## src/rtl/irq_cnt_pkg.sv

```systemverilog
package irq_cnt_pkg;

  typedef enum logic [2:0] {
    CMD_NONE   = 3'd0,
    CMD_LATCH  = 3'd1,
    CMD_RELOAD = 3'd2,
    CMD_DIS    = 3'd3,
    CMD_EN     = 3'd4
  } irq_cmd_e;

endpackage

```

## src/rtl/irq_wr_decode.sv

```systemverilog
module irq_wr_decode
  import irq_cnt_pkg::*;
#(
  parameter int ADDR_W = 16,
  parameter int CNT_W  = 8
) (
  input  logic              wr_en,
  input  logic [ADDR_W-1:0] wr_addr,
  input  logic [CNT_W-1:0]  wr_data,
  output irq_cmd_e          cmd,
  output logic [CNT_W-1:0]  latch_val
);

  localparam logic [ADDR_W-1:0] DEC_MASK  = ADDR_W'(16'hE001);
  localparam logic [ADDR_W-1:0] A_LATCH   = ADDR_W'(16'hC000);
  localparam logic [ADDR_W-1:0] A_RELOAD  = ADDR_W'(16'hC001);
  localparam logic [ADDR_W-1:0] A_DIS     = ADDR_W'(16'hE000);
  localparam logic [ADDR_W-1:0] A_EN      = ADDR_W'(16'hE001);
  localparam logic [CNT_W-1:0]  EVEN_MASK = ~CNT_W'(1);

  logic [ADDR_W-1:0] masked;

  always_comb begin
    masked    = wr_addr & DEC_MASK;
    latch_val = wr_data & EVEN_MASK;
    cmd       = CMD_NONE;
    if (wr_en) begin
      case (masked)
        A_LATCH:  cmd = CMD_LATCH;
        A_RELOAD: cmd = CMD_RELOAD;
        A_DIS:    cmd = CMD_DIS;
        A_EN:     cmd = CMD_EN;
        default:  cmd = CMD_NONE;
      endcase
    end
  end

endmodule

```

## src/rtl/irq_down_counter.sv

```systemverilog
module irq_down_counter
  import irq_cnt_pkg::*;
#(
  parameter int CNT_W = 8
) (
  input  logic             clk,
  input  logic             rst_n,
  input  irq_cmd_e         cmd,
  input  logic [CNT_W-1:0] latch_val,
  input  logic             tick,
  output logic             zero_hit
);

  localparam logic [CNT_W-1:0] ZERO = '0;
  localparam logic [CNT_W-1:0] ONE  = CNT_W'(1);

  logic [CNT_W-1:0] cnt_q, cnt_d;
  logic [CNT_W-1:0] latch_q, latch_d;
  logic             pend_q, pend_d;
  logic             cnt_ce, latch_ce, pend_ce;
  logic             do_load;

  always_comb begin
    do_load  = (cnt_q == ZERO) || pend_q;
    cnt_ce   = tick;
    cnt_d    = do_load ? latch_q : (cnt_q - ONE);
    latch_ce = (cmd == CMD_LATCH);
    latch_d  = latch_val;
    pend_ce  = tick || (cmd == CMD_RELOAD);
    pend_d   = (cmd == CMD_RELOAD);
    zero_hit = tick && !do_load && (cnt_q == ONE);
  end

  always_ff @(posedge clk or negedge rst_n) begin
    if (!rst_n) begin
      cnt_q   <= ZERO;
      latch_q <= ZERO;
      pend_q  <= 1'b0;
    end else begin
      if (cnt_ce)   cnt_q   <= cnt_d;
      if (latch_ce) latch_q <= latch_d;
      if (pend_ce)  pend_q  <= pend_d;
    end
  end


  latch_even_chk: assert property (@(posedge clk) disable iff (!rst_n)
    (cmd == CMD_LATCH) |=> (latch_q[0] == 1'b0) && (latch_q[CNT_W-1:1] == $past(latch_val[CNT_W-1:1])));


  restart_load_chk: assert property (@(posedge clk) disable iff (!rst_n)
    (tick && pend_q) |=> (cnt_q == $past(latch_q)));


  dec_step_chk: assert property (@(posedge clk) disable iff (!rst_n)
    (tick && !pend_q && cnt_q != ZERO) |=> (cnt_q == $past(cnt_q) - ONE));


  idle_hold_chk: assert property (@(posedge clk) disable iff (!rst_n)
    !tick |=> $stable(cnt_q));

endmodule

```

## src/rtl/irq_line_ctrl.sv

```systemverilog
module irq_line_ctrl
  import irq_cnt_pkg::*;
(
  input  logic     clk,
  input  logic     rst_n,
  input  irq_cmd_e cmd,
  input  logic     zero_hit,
  output logic     irq
);

  logic en_q, en_d, en_ce;
  logic irq_q, irq_d, irq_ce;

  always_comb begin
    en_ce  = (cmd == CMD_EN) || (cmd == CMD_DIS);
    en_d   = (cmd == CMD_EN);
    irq_ce = (cmd == CMD_DIS) || (zero_hit && en_q);
    irq_d  = (cmd != CMD_DIS);
  end

  always_ff @(posedge clk or negedge rst_n) begin
    if (!rst_n) begin
      en_q  <= 1'b0;
      irq_q <= 1'b0;
    end else begin
      if (en_ce)  en_q  <= en_d;
      if (irq_ce) irq_q <= irq_d;
    end
  end

  assign irq = irq_q;


  rise_cause_chk: assert property (@(posedge clk) disable iff (!rst_n)
    $rose(irq_q) |-> $past(zero_hit));


  rise_enabled_chk: assert property (@(posedge clk) disable iff (!rst_n)
    $rose(irq_q) |-> $past(en_q));


  hold_until_ack_chk: assert property (@(posedge clk) disable iff (!rst_n)
    (irq_q && cmd != CMD_DIS) |=> irq_q);


  ack_clears_chk: assert property (@(posedge clk) disable iff (!rst_n)
    (cmd == CMD_DIS) |=> (!irq_q && !en_q));

endmodule

```

## src/rtl/scanline_irq_counter.sv

```systemverilog
module scanline_irq_counter
  import irq_cnt_pkg::*;
#(
  parameter int ADDR_W      = 16,
  parameter int CNT_W       = 8,
  parameter int SYNC_STAGES = 2
) (
  input  logic              clk,
  input  logic              rst_n,
  input  logic              wr_en,
  input  logic [ADDR_W-1:0] wr_addr,
  input  logic [CNT_W-1:0]  wr_data,
  input  logic              line_tick,
  output logic              irq
);

  logic [SYNC_STAGES-1:0] rst_sync_q;
  logic                   rst_int_n;
  irq_cmd_e               cmd;
  logic [CNT_W-1:0]       latch_val;
  logic                   zero_hit;

  generate
    if (SYNC_STAGES == 1) begin : g_sync1
      always_ff @(posedge clk or negedge rst_n) begin
        if (!rst_n) rst_sync_q <= '0;
        else        rst_sync_q <= 1'b1;
      end
    end else begin : g_syncn
      always_ff @(posedge clk or negedge rst_n) begin
        if (!rst_n) rst_sync_q <= '0;
        else        rst_sync_q <= {rst_sync_q[SYNC_STAGES-2:0], 1'b1};
      end
    end
  endgenerate

  assign rst_int_n = rst_sync_q[SYNC_STAGES-1];

  irq_wr_decode #(.ADDR_W(ADDR_W), .CNT_W(CNT_W)) u_dec (
    .wr_en     (wr_en),
    .wr_addr   (wr_addr),
    .wr_data   (wr_data),
    .cmd       (cmd),
    .latch_val (latch_val)
  );

  irq_down_counter #(.CNT_W(CNT_W)) u_cnt (
    .clk       (clk),
    .rst_n     (rst_int_n),
    .cmd       (cmd),
    .latch_val (latch_val),
    .tick      (line_tick),
    .zero_hit  (zero_hit)
  );

  irq_line_ctrl u_irq (
    .clk      (clk),
    .rst_n    (rst_int_n),
    .cmd      (cmd),
    .zero_hit (zero_hit),
    .irq      (irq)
  );

endmodule

```

## config.mk

```make
export PLATFORM = sky130hd
export DESIGN_NAME = scanline_irq_counter
export DESIGN_NICKNAME = d
export VERILOG_FILES = /design/src/rtl/irq_cnt_pkg.sv /design/src/rtl/irq_wr_decode.sv /design/src/rtl/irq_down_counter.sv /design/src/rtl/irq_line_ctrl.sv /design/src/rtl/scanline_irq_counter.sv
export SDC_FILE = /design/constraint.sdc
export NUM_CORES = 1
export LEC_CHECK = 0
export ABC_CLOCK_PERIOD_IN_PS = 1750
export BUFFER_PORTS_ARGS = -buffer_cell sky130_fd_sc_hd__buf_2
export CAP_MARGIN = 20
export CORE_UTILIZATION = 36
export DETAILED_ROUTE_END_ITERATION = 10
export GPL_ROUTABILITY_DRIVEN = 1
export SLEW_MARGIN = 20
export SYNTH_ARGS = -nofsm -noshare
export SYNTH_HDL_FRONTEND = slang
export SYNTH_SLANG_ARGS = --single-unit
```

## constraint.sdc

```tcl
create_clock -name clk -period 1.75 [get_ports clk]
set_input_delay 0.525 -clock clk [delete_from_list [all_inputs] [get_ports clk]]
set_output_delay 0.525 -clock clk [all_outputs]
set_load 0.01 [all_outputs]
```

Word-level counts from Yosys, hierarchy flattened
Cells that the tools add are included.
- register bits: 20
- bits of input ports: 28
- $add $sub $neg: 1
- eq/ne operators: 10
- muxes and demuxes: 3
- reductions and logical operators: 9
- operators with widths (kind ; number):
    4-bit == test (second input constant) ; 4
    3-bit one-hot mux with 4 select lines ; 1
    8-bit by 1-bit == test with 1-bit output (second input constant) ; 1
    8-bit logical NOT ; 1
    8-bit 2-to-1 mux ; 1
    8-bit by 1-bit subtractor with 8-bit output (second input constant) ; 1
    3-bit by 2-bit == test with 1-bit output (second input constant) ; 2
    1-bit logical OR ; 4
    3-bit by 1-bit == test with 1-bit output (second input constant) ; 1
    3-bit == test (second input constant) ; 1
    1-bit logical AND ; 3
    3-bit 2-to-1 mux ; 1
    3-bit by 2-bit != test with 1-bit output (second input constant) ; 1
    1-bit logical NOT ; 1

Depth between registers and ports, before layout
Gate-level depths: netlist of the first run.
- word-level depth: 7
- gate-level depth with buffers: 6

Cells and area by module
From an unflattened synthesis of the first run, not the netlist that was laid out.
- cells, all modules: 114
- area total of the unflattened synthesis: 1199.9 um2
- modules (own cells, without submodules) (module ; instances ; cells each ; area each (um2) ; sequential area each (um2)):
    irq_down_counter ; 1 ; 87 ; 969.7 ; 425.4
    irq_wr_decode ; 1 ; 15 ; 92.6 ; 0.0
    irq_line_ctrl ; 1 ; 9 ; 83.8 ; 50.0
    scanline_irq_counter ; 1 ; 3 ; 53.8 ; 50.0

Worst setup path before layout of the first run
No wires, ideal clock.
- path kind: register to register
- start: register u_cnt.cnt_q[0]
- end: register u_cnt.cnt_q[4]
- library setup time: 0.136 ns
- data arrival time: 1.546 ns
- path slack: 0.068 ns
- stages on the path, launching flop included: 7
- path buffers: 0
- period minus slack after synthesis: 1.682 ns
- cells stage by stage: dfrtp_1 > inv_1 > ha_1 > or3b_4 > or3b_1 > o21ai_1 > a2bb2oi_1
- cells in the longest elaborated chain, start to end: 3
- elaborated cells between the ends (all ways): 4
- ends and longest elaborated chain (what ; line ; RTL):
    start, declared ; irq_down_counter.sv:17 ; logic [CNT_W-1:0] cnt_q, cnt_d;
    start signal, assigned ; irq_down_counter.sv:40 ; if (cnt_ce) cnt_q <= cnt_d;
    branches (longest 2 deep; another with 8-bit by 1-bit subtractor with 8-bit output) ; -- ;
    8-bit 2-to-1 mux * ; irq_down_counter.sv:26 ; cnt_d = do_load ? latch_q : (cnt_q - ONE);
Mark *: on every way between the ends.
A chain may end at the register's enable or synchronous reset.

Worst setup path in the final report of the first run
- start: register u_cnt.cnt_q[4]
- end: register u_cnt.cnt_q[1]
- cells in the longest elaborated chain, start to end: 3
- ends and longest elaborated chain (what ; line ; RTL):
    8-bit logical NOT ; irq_down_counter.sv:24 ; do_load = (cnt_q == ZERO) || pend_q;
    1-bit logical OR ; irq_down_counter.sv:24 ;
    8-bit 2-to-1 mux ; irq_down_counter.sv:26 ;
No other way between the ends.

==> results of run 1 <==
[worst register-to-register path, cell delays in order (launching register included)]
cell and delay (ns):
dfrtp_1 0.49, nor4_4 0.40, a31oi_4 0.17, buf_4 0.18, a21o_1 0.17, o22ai_1 0.18
[cell families after synthesis]
| group | count (synthesis) | synth area share, % |
|---|---|---|
| mux | 8 | 8.78 |
| fa+ha+maj | 3 | 3.66 |
| flops | 20 | 48.8 |
| buf+inv | 7 | 3.29 |
| simple gates | 32 | 19.3 |
| other cells | 1 | 0.366 |
| compound gates | 23 | 15.9 |
[cell usage in the layout (no fill, tap or decap), drive strengths merged, types with 4 or more instances in the layout]
| cell type | n |
|---|---|
| buf | 27 |
| dfrtp | 20 |
| nand3 | 9 |
| mux2 | 8 |
| nor2 | 8 |
| o21ai | 7 |
| inv | 5 |
| a21oi | 4 |
[where the power goes]
part / leakage, uW / total, uW / internal [uW] / switching, uW
registers: 0.000246 / 766 / 595 / 171
logic: 0.000301 / 601 / 320 / 281
clock network: 0.0000279 / 372 / 231 / 141
total: 0.000574 / 1740 / 1150 / 593
[how the worst max path moves through the flow]
stage                                          start                    endpoint  slack [ns]  cells after the start
final                     u_cnt.cnt_q[4]$_DFFE_PN0P_  u_cnt.cnt_q[1]$_DFFE_PN0P_        0.07                      5
after global routing      u_cnt.cnt_q[1]$_DFFE_PN0P_  u_cnt.cnt_q[4]$_DFFE_PN0P_       0.003                      6
after CTS                 u_cnt.cnt_q[1]$_DFFE_PN0P_  u_cnt.cnt_q[4]$_DFFE_PN0P_        0.04                      6
after detailed placement  u_cnt.cnt_q[1]$_DFFE_PN0P_  u_cnt.cnt_q[4]$_DFFE_PN0P_        0.06                      6
after global placement    u_cnt.cnt_q[1]$_DFFE_PN0P_  u_cnt.cnt_q[4]$_DFFE_PN0P_         0.1                      6
after floorplan           u_cnt.cnt_q[0]$_DFFE_PN0P_  u_cnt.cnt_q[4]$_DFFE_PN0P_        0.07                      6
[per-layer routing]
metal  track usage [%]  wire length (um)  part of all wire [%]
met5                 0                 0                     0
met1              19.3              1020                    48
met2              23.9               993                    47
met3              2.81                80                   3.8
met4              5.71                29                   1.4
[per-stage QoR]
step	area, um2	util [%]	power [uW]
6_report	1280	49.4	1740
5_1_grt	1280	49.4	1850
4_1_cts	1250	48.4	1700
3_5_place_dp	1190	46.0	1320
3_3_place_gp	1190	46.0	1300
2_1_floorplan	1030	-	1110
[cell usage after synthesis, types with 2 or more instances]
cell / count / area, um2
dfrtp_1: 20 / 500
nand3_1: 9 / 45.0
mux2_2: 8 / 90.1
nor2_1: 7 / 26.3
inv_1: 5 / 18.8
o21ai_0: 5 / 25.0
a21oi_1: 3 / 15.0
ha_1: 3 / 37.5
a31oi_1: 2 / 12.5
nand2_1: 2 / 7.51
nor3_1: 2 / 10.0
o21ai_1: 2 / 10.0
o22ai_1: 2 / 12.5
[flip-flops by register name, summed over array words and instances (netlist names)]
register and cells:
u_cnt.cnt_q 8, u_cnt.latch_q 7, rst_sync_q 2, u_cnt.pend_q 1, u_irq.en_q 1, u_irq.irq 1
[cell type report]
cell class / count / area (um2) / share of cell area, %
well taps: 30 / 37.5 / 2.94
multi-input cells: 67 / 494 / 38.6
inverters: 5 / 18.8 / 1.47
flip-flops and latches: 20 / 500 / 39.1
clock buffers: 3 / 22.5 / 1.76
clock inverters: 1 / 30.0 / 2.35
repair buffers: 28 / 175 / 13.7
[repair_timing]
action,in CTS,in global routing
endpoints found under the setup margin,0,1
hold endpoints to repair,2,0
buffers inserted,0,3
resized for setup,0,3
hold buffers,1,0
==> results.py, run 1 <==
metrics = {
    "routing": {
        "drt_iter0_drc": 10,
        "drt_first_pass_iters": 4,
        "num_vias": 836,
        "ant_nets": 0,
        "vias_per_cell": 5.43,
        "drc": 0,
        "routed_wl_um": 2120,
        "wl_per_cell_um": 13.8,
    },
    "power_and_ir_drop": {
        "power_density_nw_per_um2": 1360,
        "max-vdd-ir-drop_uv": 880,
        "cellLeakagePower_uw": 0.000574,
    },
    "timing": {
        "maxSlewHeadroom_pct": 52.0,
        "timing.final.ws_setup_ns": 0.0746,
        "holdWs_ns": 0.303,
        "hold_viol": 0,
        "clock_skew_ns": 0.00381,
        "fmax_mhz": 597,
        "finalMaxSlewViolations": 0,
        "fin_crit_ns": 1.68,
        "setup-tns-final_ns": 0,
        "post-route-period-util_pct": 95.7,
        "grt_setup_unrepaired": "false",
        "setup_viol": 0,
        "tightest_slew_ns": 0.721,
    },
    "die": {
        "row_count": 18,
        "initial_core_util_pct": 39.6,
        "ios": 29,
        "die_h_um": 55.4,
        "die_w_um": 55.4,
        "coreArea_um2": 2590,
        "die-area_um2": 3070,
    },
    "placement": {
        "numPlacedInstances": 146,
        "place_congestion": 0.830,
        "io_buffers": 15,
        "hpwl_um": 1590,
        "post-place-ws_ns": 0.0649,
    },
    "critical_path": {
        "crit_slowest_cell": "dfrtp_1",
        "cpPeakStageDelay_ns": 0.49,
        "ff2ff_setup_slack_ns": 0.07,
        "cp.arrival_ns": 1.87,
        "end_kind": "register",
        "path_cells": "nor4_4, a31oi_4, buf_4, a21o_1, o22ai_1",
        "critical_path_class": "reg2reg",
        "path_delay_family": "compound AO/OA/AOI/OAI gates",
        "crit_fanout": 6,
        "r2r_end": "u_cnt.cnt_q[1]$_DFFE_PN0P_",
        "reg2reg_depth": 5,
        "cp-start-kind": "register",
        "worstReg2RegStart": "u_cnt.cnt_q[4]$_DFFE_PN0P_",
        "path_buf_inv": 1,
        "cp.required_ns": 1.95,
    },
    "synthesis": {
        "async_reset_ff_share_pct": 100,
        "synth_fp_nets": 125,
        "synthDistinctLibCells": 37,
        "ys_seq_area_share_pct": 48.8,
        "synth_edf_count": 0,
        "synthFlopType": "dfrtp_1",
        "synth_seq_cells": 20,
        "synth_area_per_cell_um2": 10.9,
        "syn_area_um2": 1030,
        "synth_warnings": 0,
        "synthCells": 94,
    },
    "finish": {
        "antenna_cells": 0,
        "nets": 156,
        "fillers": 242,
        "stdcell_count": 154,
        "syn2layout_area_growth_pct": 24.6,
        "drive_gt1_share_pct": 39.5,
    },
    "status": {
        "status": "finished clean",
    },
    "clock_network": {
        "cts_tree": "yes",
        "cts-root-buf": "clkbuf_4",
        "cts_buffers": 3,
        "cts_buffer_depth": 2,
        "cts_sinks": 20,
        "clock_latency_ns": 0.29,
        "clk_pin_slew_worst_paths_ns": 0.12,
        "h-tree-depth": 1,
    },
    "grt": {
        "antenna_found_initial": 0,
        "grt_usage_pct": 14.7,
        "grt_pass1_wl_um": 3640,
        "grt_max_degree": 19,
        "overflow": 0,
        "grt_pass1_vias": 811,
    },
    "hold_path": {
        "hp-class": "reg2async",
    },
    "run": {
        "drv_cap": 0,
    },
}
Power figures use the tool's default switching activity.
==> inputs of run 2 (changes only) <==
--- a/config.mk
+++ b/config.mk
@@ -5,13 +5,14 @@
 export SDC_FILE = /design/constraint.sdc
 export NUM_CORES = 1
 export LEC_CHECK = 0
+export ABC_AREA = 1
 export ABC_CLOCK_PERIOD_IN_PS = 1750
 export BUFFER_PORTS_ARGS = -buffer_cell sky130_fd_sc_hd__buf_2
 export CAP_MARGIN = 20
+export CORE_MARGIN = 5
 export CORE_UTILIZATION = 36
 export DETAILED_ROUTE_END_ITERATION = 10
 export GPL_ROUTABILITY_DRIVEN = 1
-export SLEW_MARGIN = 20
 export SYNTH_ARGS = -nofsm -noshare
 export SYNTH_HDL_FRONTEND = slang
 export SYNTH_SLANG_ARGS = --single-unit
==> run 2 against run 1 <==
Net effect:
- routed wire length decreased by 3.2%
- clock power increased by 3%
- clock skew increased by 0.0067 ns
- sequential share of layout area grew 2.7 points
- worst hold slack improved by 0.0091 ns
- global-route usage is 3.3 points lower
- register-to-register slack gained 0.11 ns
- worst setup slack improved by 0.11 ns
- first-iteration DRC count increased by 90%
- critical path depth rose by 3
- sequential cell count stayed put
- sequential power is 6.8% lower
- largest cell class unchanged
==> results.py, run 2 <==
metrics = {
    "power_and_ir_drop": {
        "clkPwrFrac_pct": 23.0,
        "power.internal_uw": 1040,
        "switching_share_pct": 37.8,
        "pwr-share-seq_pct": 42.7,
        "p_switching_uw": 633,
        "cellLeakagePower_uw": 0.000631,
        "p_comb_share_pct": 34.2,
        "max-vdd-ir-drop_uv": 991,
        "power_density_nw_per_um2": 1400,
    },
    "routing": {
        "drt_first_pass_iters": 3,
        "drc": 0,
        "wl_per_cell_um": 11.0,
        "vias_per_cell": 4.80,
        "routed_wl_um": 2050,
        "ant_nets": 0,
        "drt_iter0_drc": 19,
        "num_vias": 892,
    },
    "finish": {
        "nets": 187,
        "fin_util_pct": 43.3,
        "top_register": "u_cnt.cnt_q",
        "largest_reg_flops": 8,
        "reg.largest.list": "u_cnt.cnt_q x8, u_cnt.latch_q x7, rst_sync_q x2",
        "final_cell_mix": "47 x nand2_1, 20 x dfrtp_1, 15 x buf_2",
        "final_common_cell": "nand2_1",
        "syn2layout_area_growth_pct": 14.4,
        "antenna_cells": 0,
        "fillers": 279,
        "drive_gt1_share_pct": 16.1,
    },
    "grt": {
        "grt_usage_pct": 11.4,
        "overflow": 0,
        "grt_pass1_vias": 927,
        "antenna_found_initial": 0,
        "grt_max_degree": 19,
        "grt_pass1_wl_um": 3800,
    },
    "synthesis": {
        "synth_fp_nets": 170,
        "synth_area_per_cell_um2": 7.52,
        "synth_seq_cells": 20,
        "syn_area_um2": 1040,
        "synthCells": 139,
        "synthFlopType": "dfrtp_1",
        "yosys.area.top_type": "dfrtp_1",
        "yosysMostFrequentCell": "nand2_1",
        "ys_seq_area_share_pct": 47.9,
        "synthTopCellsByCount": "47 x nand2_1, 20 x dfrtp_1, 14 x nand3_1, 14 x nor2_1, 12 x inv_1",
        "synth_top_area_share_pct": 47.9,
        "async_reset_ff_share_pct": 100,
        "synth_edf_count": 0,
        "synth_warnings": 0,
        "synthDistinctLibCells": 20,
        "yosys-top-cells-area": "dfrtp_1 48%, nand2_1 17%, nand3_1 6.7%",
    },
    "clock_network": {
        "clk_pin_slew_worst_paths_ns": 0.12,
        "post-cts-setup-buffer-count": 0,
        "h-tree-depth": 1,
        "cts_buffer_depth": 2,
        "cts_resized": 0,
        "cts_buffers": 3,
        "clock_latency_ns": 0.31,
        "cts_sinks": 20,
        "cts-root-buf": "clkbuf_4",
        "cts_tree": "yes",
        "hold_buffers": 1,
    },
    "critical_path": {
        "cp.arrival_ns": 1.78,
        "crit_slowest_cell": "dfrtp_1",
        "cp_common_cell": "nor2_2",
        "reg2reg_depth": 8,
        "cpPeakStageDelay_ns": 0.40,
        "path_cells": "inv_1, ha_1, nand2_2, nor2_2, nor2_2, o21ai_0, nand3_1, nand2_1",
        "end_kind": "register",
        "critical_path_class": "reg2reg",
        "cp-start-kind": "register",
        "crit_fanout": 11,
        "cp.required_ns": 1.97,
    },
    "die": {
        "die_h_um": 63.9,
        "initial_core_util_pct": 37.9,
        "ios": 29,
        "row_count": 19,
        "die_w_um": 63.9,
        "die-area_um2": 4080,
        "coreArea_um2": 2760,
    },
    "placement": {
        "io_buffers": 15,
        "place_congestion": 0.893,
        "hpwl_um": 1560,
    },
    "timing": {
        "finalMaxSlewViolations": 0,
        "maxSlewHeadroom_pct": 51.0,
        "post-route-period-util_pct": 89.2,
        "grt_setup_unrepaired": "false",
        "hold_viol": 0,
        "clock_skew_ns": 0.0106,
        "setup-tns-final_ns": 0,
        "fmax_mhz": 641,
        "fin_crit_ns": 1.56,
        "setup_viol": 0,
        "tightest_slew_ns": 0.735,
    },
    "run": {
        "drv_cap": 0,
    },
    "status": {
        "status": "finished clean",
    },
    "hold_path": {
        "hp-class": "reg2async",
    },
}
[run 2: cell count changes in the layout (fill, tap and decap cells not counted), moves of 5 or more]
cell     previous run  this run
buf_4              12         0
inv_1               3        12
mux2_2              8         0
nand2_1             2        47
nand3_1             9        14
nor2_1              7        14
[run 2: final timing paths]
check / startpoint / slack [ns] / to
max: u_cnt.cnt_q[1]$_DFFE_PN0P_ / 0.19 / u_cnt.cnt_q[3]$_DFFE_PN0P_
min: rst_sync_q[1]$_DFF_PN0_ / 0.31 / u_cnt.latch_q[2]$_DFFE_PN0N_
max reg2reg: u_cnt.cnt_q[1]$_DFFE_PN0P_ / 0.19 / u_cnt.cnt_q[3]$_DFFE_PN0P_
min reg2reg: rst_sync_q[1]$_DFF_PN0_ / 0.31 / u_cnt.latch_q[2]$_DFFE_PN0N_
max in group asynchronous: rst_sync_q[1]$_DFF_PN0_ / 0.97 / u_cnt.pend_q$_DFFE_PN0P_
min in group clk: rst_sync_q[0]$_DFF_PN0_ / 0.37 / rst_sync_q[1]$_DFF_PN0_
[run 2: cell families (layout without fill, tap and decap cells)]
group           count (synthesis)  in the layout  share of synthesized area [%]
fa+ha+maj                       3              3                           3.59
buf+inv                        17             33                           7.18
other cells                     1              1                          0.359
simple gates                   83             83                           33.3
compound gates                 15             15                           7.66
flops                          20             20                           47.9
[run 2: area by class of cell]
type,count,area [um2],share of cell area [%]
Sequential cell,20,500,41.9
Multi-Input combinational cell,102,469,39.3
Timing Repair Buffer,16,85.1,7.12
Inverter,13,48.8,4.08
Tap cell,31,38.8,3.25
Clock inverter,1,30.0,2.51
Clock buffer,3,22.5,1.88
[run 2: routing by layer]
layer  GRT usage, %  wire, um  part of all wire (%)  vias to the layer above
met4           5.45        46                   2.2                        0
li1               -         -                     -                      471
met2           20.6      1040                    51                        9
met1           12.6       904                    44                      407
met5              0         0                     0                        -
met3           2.28        61                   3.0                        5
[run 2: per-stage QoR]
stage / area, um2 / std cells / total power (uW) / setup slack [ns] / hold WS, ns
6_report: 1190 / 186 / 1670 / 0.190 / 0.313
3_5_place_dp: 1130 / 181 / 1300 / 0.194 / 0.311
5_1_grt: 1190 / 186 / 1820 / 0.0117 / 0.388
4_1_cts: 1190 / 186 / 1680 / 0.181 / 0.344
2_1_floorplan: 1040 / 139 / 1160 / 0.479 / 0.227
3_3_place_gp: 1130 / 181 / 1280 / 0.223 / 0.311
[run 2: critical path, delay by kind of cell, from the launching register on]
kind / cells / cell delay, ns
flip-flops: 1 / 0.40
AO/OA/AOI/OAI: 1 / 0.16
buffers and inverters: 1 / 0.10
adder cells (fa/ha/maj): 1 / 0.20
AND/OR/NAND/NOR: 5 / 0.62
[run 2: power groups by stage]
stage,Sequential (uW),Clock (uW),Combinational [uW]
floorplan,696,0,465
global placement,717,0,559
detailed placement,723,0,574
CTS,712,390,579
global route,733,412,677
finish,714,385,573
